--- src/rtl/alu_cmp_pkg.sv ---
package alu_cmp_pkg;

  localparam int FN_W = 2;

  typedef enum logic [FN_W-1:0] {
    FN_SUM  = 2'b00,
    FN_DIFF = 2'b01,
    FN_NAND = 2'b10,
    FN_INC  = 2'b11
  } alu_fn_e;

  localparam int OPERAND_CNT = 2;
  localparam int IDX_A = 0;
  localparam int IDX_B = 1;

endpackage

--- src/rtl/alu_operand_reg.sv ---
module alu_operand_reg #(
  parameter int WIDTH = 32
) (
  input  logic             clk,
  input  logic             rst,
  input  logic             load,
  input  logic [WIDTH-1:0] d,
  output logic [WIDTH-1:0] q
);

  always_ff @(posedge clk) begin
    if (rst) begin
      q <= '0;
    end else if (load) begin
      q <= d;
    end
  end

endmodule

--- src/rtl/alu_core.sv ---
module alu_core
  import alu_cmp_pkg::*;
#(
  parameter int WIDTH = 32
) (
  input  logic [WIDTH-1:0] opa,
  input  logic [WIDTH-1:0] opb,
  input  alu_fn_e          fn,
  output logic [WIDTH-1:0] y
);

  localparam logic [WIDTH-1:0] ONE = {{(WIDTH-1){1'b0}}, 1'b1};

  function automatic logic [WIDTH-1:0] f_sum(input logic [WIDTH-1:0] x,
                                             input logic [WIDTH-1:0] z);
    return x + z;
  endfunction

  function automatic logic [WIDTH-1:0] f_diff(input logic [WIDTH-1:0] x,
                                              input logic [WIDTH-1:0] z);
    return x + (~z) + ONE;
  endfunction

  function automatic logic [WIDTH-1:0] f_nand(input logic [WIDTH-1:0] x,
                                              input logic [WIDTH-1:0] z);
    return ~(x & z);
  endfunction

  function automatic logic [WIDTH-1:0] f_inc(input logic [WIDTH-1:0] x);
    return x + ONE;
  endfunction

  always_comb begin
    unique case (fn)
      FN_SUM:  y = f_sum(opa, opb);
      FN_DIFF: y = f_diff(opa, opb);
      FN_NAND: y = f_nand(opa, opb);
      FN_INC:  y = f_inc(opa);
      default: y = '0;
    endcase
  end

endmodule

--- src/rtl/bus_cmp.sv ---
module bus_cmp #(
  parameter int WIDTH = 32
) (
  input  logic [WIDTH-1:0] bus_val,
  input  logic             sel_gt,
  output logic             lt_hit,
  output logic             gt_hit,
  output logic             cond
);

  localparam int SIGN_BIT = WIDTH - 1;

  logic is_zero;

  assign is_zero = (bus_val == '0);
  assign lt_hit  = bus_val[SIGN_BIT];
  assign gt_hit  = ~bus_val[SIGN_BIT] & ~is_zero;
  assign cond    = sel_gt ? gt_hit : lt_hit;

endmodule

--- src/rtl/alu_cmp_unit.sv ---
module alu_cmp_unit
  import alu_cmp_pkg::*;
#(
  parameter int WIDTH = 32
) (
  input  logic             clk,
  input  logic             rst,
  input  logic [WIDTH-1:0] bus_in,
  input  logic             ld_a,
  input  logic             ld_b,
  input  logic             ld_flag,
  input  logic [1:0]       func_sel,
  input  logic             cmp_sel,
  input  logic             drive_en,
  output logic [WIDTH-1:0] result,
  output logic [WIDTH-1:0] bus_out,
  output logic             bus_out_en,
  output logic             cond_flag
);

  logic [OPERAND_CNT-1:0] op_load;
  logic [WIDTH-1:0]       op_q [OPERAND_CNT];
  logic [WIDTH-1:0]       op_a;
  logic [WIDTH-1:0]       op_b;
  logic                   cmp_live;
  logic                   lt_hit;
  logic                   gt_hit;

  assign op_load[IDX_A] = ld_a;
  assign op_load[IDX_B] = ld_b;

  for (genvar gi = 0; gi < OPERAND_CNT; gi++) begin : g_opreg
    alu_operand_reg #(.WIDTH(WIDTH)) u_reg (
      .clk  (clk),
      .rst  (rst),
      .load (op_load[gi]),
      .d    (bus_in),
      .q    (op_q[gi])
    );
  end

  assign op_a = op_q[IDX_A];
  assign op_b = op_q[IDX_B];

  alu_core #(.WIDTH(WIDTH)) u_core (
    .opa (op_a),
    .opb (op_b),
    .fn  (alu_fn_e'(func_sel)),
    .y   (result)
  );

  assign bus_out    = drive_en ? result : '0;
  assign bus_out_en = drive_en;

  bus_cmp #(.WIDTH(WIDTH)) u_cmp (
    .bus_val (bus_in),
    .sel_gt  (cmp_sel),
    .lt_hit  (lt_hit),
    .gt_hit  (gt_hit),
    .cond    (cmp_live)
  );

  always_ff @(posedge clk) begin
    if (rst) begin
      cond_flag <= 1'b0;
    end else if (ld_flag) begin
      cond_flag <= cmp_live;
    end
  end

endmodule

--- config.mk ---
export PLATFORM = sky130hd
export DESIGN_NAME = alu_cmp_unit
export DESIGN_NICKNAME = d
export VERILOG_FILES = /design/src/rtl/alu_cmp_pkg.sv /design/src/rtl/alu_operand_reg.sv /design/src/rtl/alu_core.sv /design/src/rtl/bus_cmp.sv /design/src/rtl/alu_cmp_unit.sv
export SDC_FILE = /design/constraint.sdc
export NUM_CORES = 1
export LEC_CHECK = 0
export ABC_AREA = 1
export ABC_CLOCK_PERIOD_IN_PS = 14700
export CAP_MARGIN = 25
export CORE_ASPECT_RATIO = 0.6
export CORE_MARGIN = 10
export CORE_UTILIZATION = 50
export CTS_CLUSTER_SIZE = 40
export DETAILED_ROUTE_END_ITERATION = 16
export HOLD_SLACK_MARGIN = 0.1
export PLACE_DENSITY = 0.76
export RECOVER_POWER = 25
export SYNTH_ARGS = -nofsm -noshare
export SYNTH_HDL_FRONTEND = slang
export SYNTH_SLANG_ARGS = --single-unit
--- constraint.sdc ---
create_clock -name clk -period 14.7 [get_ports clk]
set_clock_uncertainty 0.15 [all_clocks]
set_input_delay 4.41 -clock clk [delete_from_list [all_inputs] [get_ports clk]]
set_output_delay 4.41 -clock clk [all_outputs]
set_load 0.01 [all_outputs]
After elaboration in Yosys (flattened, before gate mapping)
Cells that the tools add are included.
{ "word_totals": {"wordCells": 21, "ff_bits": 65} }
{ "op_classes": {"eq_ne": 3, "muxes": 3, "reduce_logical": 2, "n_addsub": 4, "bitwise": 6} }
{ "ops": {"columns": ["op", "count"], "rows": [
  ["case mux 32 bit (4 select lines)", 1],
  ["adder 32 x 1 -> 32 bit, second input constant", 2],
  ["adder 32 bit", 2],
  ["NOT 32 bit", 2],
  ["bitwise AND 32 bit", 1],
  ["zero test 32 bit", 1],
  ["2-to-1 mux 32 bit", 1],
  ["equality test 2 bit, second input constant", 2],
  ["equality test 2 x 1 -> 1 bit, second input constant", 1],
  ["zero test 2 bit", 1],
  ["NOT 1 bit", 2],
  ["bitwise AND 1 bit", 1],
  ["2-to-1 mux 1 bit", 1]
]} }

Depth between registers and ports, before layout
{ "logic_depth": {"ltp_word": 5, "mapped_depth": 17, "depth_no_buf": 17} }

Hierarchy
From an unflattened synthesis, not the netlist that was laid out.
{ "hier_totals": {"hier_cells": 1711, "hier_area_um2": 9268.9} }
{ "by_module_without_submodules": {"columns": ["module", "area_per_inst_um2", "cells_each", "instances"], "rows": [
  ["alu_core", 6045.8, 1179, 1],
  ["alu_operand_reg", 1338.8, 203, 2],
  ["alu_cmp_unit", 324.1, 75, 1],
  ["bus_cmp", 221.5, 51, 1]
]} }

Worst setup path after synthesis
OpenSTA, ideal clock, no wires.
{ "synth_timing": {"path_kind": "input -> output", "startpoint": "in func_sel[0]", "endpoint": "out bus_out[30]", "t_arrival_ns": 6.441, "path_stages": 15, "n_path_buf": 0, "path_slack_ns": 3.699, "required_ns": 10.140, "cell_sequence": "ha_1 -> or2_2 -> ha_1 -> fa_1 -> nand3_1 -> nand2_2 -> nand3_1 -> nand2_1 -> nand2_1 -> nand2_2 -> nand2_2 -> nand3_1 -> nand3_2 -> nand2_2 -> nor2_2"} }
{ "synth_between": {"elab_chain_cells": 3} }
{ "synth_rtl": {"columns": ["element", "line", "source"], "rows": [
  ["start, declared", "alu_cmp_unit.sv:12", "input logic [1:0] func_sel,"],
  ["equality test 2 bit (tied with other cells)", "alu_core.sv:34", "unique case (fn)"],
  ["case mux 32 bit (4 select lines) *", "alu_core.sv:34", null],
  ["2-to-1 mux 32 bit *", "alu_cmp_unit.sv:52", "assign bus_out = drive_en ? result : '0;"],
  ["end, declared", "alu_cmp_unit.sv:16", "output logic [WIDTH-1:0] bus_out,"]
]} }
Every way passes the cells marked *; elsewhere a longest branch is shown, timed or not.

Worst setup path after layout
{ "layout_timing": {"startpoint": "in func_sel[1]", "endpoint": "out bus_out[26]"} }
Same word-level chain as after synthesis.

==> impl_metrics.py <==
metrics = {
    "outcome": {
        "run_status": "complete, but fails checks",
        "violations": "capacitance limit, slew limit",
    },
    "final_layout": {
        "final_area_mm2": 0.01009,
        "seq_area_mm2": 0.001301,
        "syn_to_final_growth_pct": 18.03,
        "nFillCells": 1690,
        "finalNetCount": 1771,
        "antenna_cells": 0,
        "multi_input_area_mm2": 0.005992,
        "drive_gt1_share_pct": 4.771,
    },
    "floorplan": {
        "ios": 107,
        "start_util_pct": 51.87,
        "die_x_um": 188.8,
        "die_height_um": 121.3,
        "core_area_mm2": 0.01649,
        "dieArea_mm2": 0.02290,
        "fp-row-count": 36,
    },
    "detailed_routing": {
        "antenna_left": 0,
        "wl_per_cell_um": 17.66,
        "routed_via_density": 5.459,
        "first_iter_violations": 1185,
        "drc_errors": 0,
        "vias": 10170,
        "dr.pass1.iters": 6,
        "routed_wl_um": 32900,
    },
    "pwr": {
        "p_leak_nw": 5.627,
        "power.total_w": 0.0008127,
        "ir_drop_v": 0.0001164,
        "powerDensity_mw_per_mm2": 80.53,
    },
    "clock_tree": {
        "cts_setup_buffers": 0,
        "path_clk_slew_ns": 0.05,
        "clockRootBuffer": "clkbuf_16",
        "post_cts_resized": 0,
        "clock_sinks": 65,
        "cts_tree": "built",
        "clk_path_buf_depth": 2,
        "h-tree-depth": 3,
        "clk_latency_ns": 0.32,
        "numCtsBuffers": 9,
        "hold_buffers": 0,
    },
    "synthesis": {
        "yosysWarningCount": 0,
        "synth.area.top_cells": "nand2_1, dfxtp_1, ha_1",
        "synth_top_area_cell": "nand2_1",
        "netlist.area_leader.share_pct": 18.83,
        "synth-edff-count": 0,
        "seq_area_frac_synth_pct": 15.22,
        "ys.flop_type": "dfxtp_1",
        "syn-num-nets": 1686,
        "yosysUniqueCellTypes": 41,
        "synth.cell_area_mm2": 0.008551,
        "syn_avg_cell_area_um2": 5.534,
        "ys_ff_latch": 65,
        "ys_async_sr_fraction_pct": 0,
        "syn_inst": 1545,
    },
    "placement": {
        "io_buffers": 106,
        "dpl.hpwl_um": 27580,
        "dpl_cell_area_mm2": 0.009788,
        "gp_congestion": 1.012,
        "dp_slack_ns": 1.851,
    },
    "timing": {
        "drv_slew": 66,
        "finalHoldViolCount": 0,
        "fmax_mhz": 80.73,
        "finalSetupViolations": 0,
        "tns_ns": 0,
        "worst_pin_slew_ns": 2.128,
        "grt_setup_unrepaired": "no",
        "hold_ws_ns": 0.4053,
        "slew_headroom_pct": -41.84,
        "setup_ws_ns": 2.313,
        "post-route-period-util_pct": 84.26,
        "min_period_ns": 12.39,
    },
    "grt": {
        "grt_max_degree": 66,
        "grt_pass1_vias": 8735,
        "antenna_found_initial": 0,
        "grt_overflow_total": 0,
        "grtUsageTotal_pct": 27.53,
        "grt_first_pass_wirelength_um": 49420,
    },
    "critical_path": {
        "r2r_slack_ns": 13.44,
        "crit_fanout": 29,
        "required_ns": 10.14,
        "rr_startpoint": "g_opreg[0].u_reg.q[1]",
        "cp-start-kind": "primary input",
        "reg2reg_depth": 2,
        "crit_start": "func_sel[1]",
        "r2r-end": "g_opreg[0].u_reg.q[1]",
        "setup.worst_path.end_class": "primary output",
        "cp.arrival_ns": 7.83,
        "crit_path_end": "bus_out[26]",
        "critical_path_class": "in2out",
    },
    "hold_path": {
        "hp-class": "reg2reg",
    },
    "job": {
        "cap_viol_max_count": 1,
    },
}
-- layer usage --
layer  share of wire, %  up-vias  GRT usage, %
li1                   -     5035             -
met1                 50     4590         42.73
met2                 35      515         33.81
met3                 14       28         10.16
met4                1.1        2         4.590
met5               0.19        -         2.137
-- how the worst min path moves through the flow --
stage	cells after the start	endpoint	slack [ns]	startpoint
6_report	2	cond_flag	0.41	cond_flag
5_1_grt	2	cond_flag	0.44	cond_flag
2_1_floorplan	2	g_opreg[1].u_reg.q[3]	0.32	g_opreg[1].u_reg.q[3]
4_1_cts	2	cond_flag	0.41	cond_flag
3_3_place_gp	2	g_opreg[1].u_reg.q[19]	0.39	g_opreg[1].u_reg.q[19]
3_5_place_dp	2	g_opreg[1].u_reg.q[23]	0.40	g_opreg[1].u_reg.q[23]
-- layout by cell type, fill, tap and decap left out, types with 13 or more instances in the layout --
cell             instances
ha_1                    98
a21oi_1                130
clkdlybuf4s50_1        104
nor3_1                  13
o21ai_0                 95
nand4_1                 19
nor2_1                 185
nand2_1                429
dfxtp_1                 65
nand2_2                 22
inv_1                  281
nand3_1                 85
-- area by class of cell --
type / instances / share of cell area (%)
multi-input cells: 1151 / 59.37
clock buffers: 11 / 2.504
clock inverters: 5 / 0.2975
well taps: 228 / 2.827
inverters: 290 / 10.79
flip-flops and latches: 65 / 12.89
repair buffers: 113 / 11.32
-- cell usage after synthesis, drive strengths merged (2+ instances only) --
cell type and number:
buf 5, nand2 452, nor4 5, nor2 192, a211oi 2, dfxtp 65
o21a 2, nand3 89, a21oi 134, o22ai 5, clkbuf 33, and2 2
ha 98, o21ai 100, fa 2, xnor2 2, nand4 19, o21bai 5
nand3b 6, inv 289, xor2 8, or2 5, nor3 18
-- cell families after synthesis --
group                    count (synthesis)  synth area share (%)
AND/OR/NAND/NOR                        789                 38.86
XOR/XNOR                                10                 1.024
buffers and inverters                  329                 14.71
AO/OA/AOI/OAI                          252                 15.38
adder cells (fa/ha/maj)                100                 14.81
flip-flops                              65                 15.22
-- per-stage QoR --
stage	cells	util [%]
after floorplan	1545	-
after global placement	1845	59.21
after detailed placement	1846	59.37
after CTS	1862	61.09
after global routing	1863	61.22
final	1863	61.22
-- power breakdown --
| part | switching, W | internal (W) |
|---|---|---|
| logic | 0.000252 | 0.000152 |
| clock network | 0.0000739 | 0.000122 |
| registers | 0.0000244 | 0.000189 |
-- state kept, by name, indices dropped and copies added (netlist names) --
register and count:
cond_flag 1, g_opreg.u_reg.q 64
-- critical path: stages --
cell             delay, ns
clkdlybuf4s50_1       0.53
ha_1                  0.27
clkbuf_16             0.23
nor2_1                0.07
ha_1                  0.36
a21oi_1               0.33
inv_1                 0.07
nor2_1                0.22
nand3_1               0.21
nand2_1               0.16
nand4_1               0.09
nand3_1               0.09
nand2_1               0.08
nor2_1                0.09
clkdlybuf4s50_1       0.61
Power figures use the tool's default switching activity.
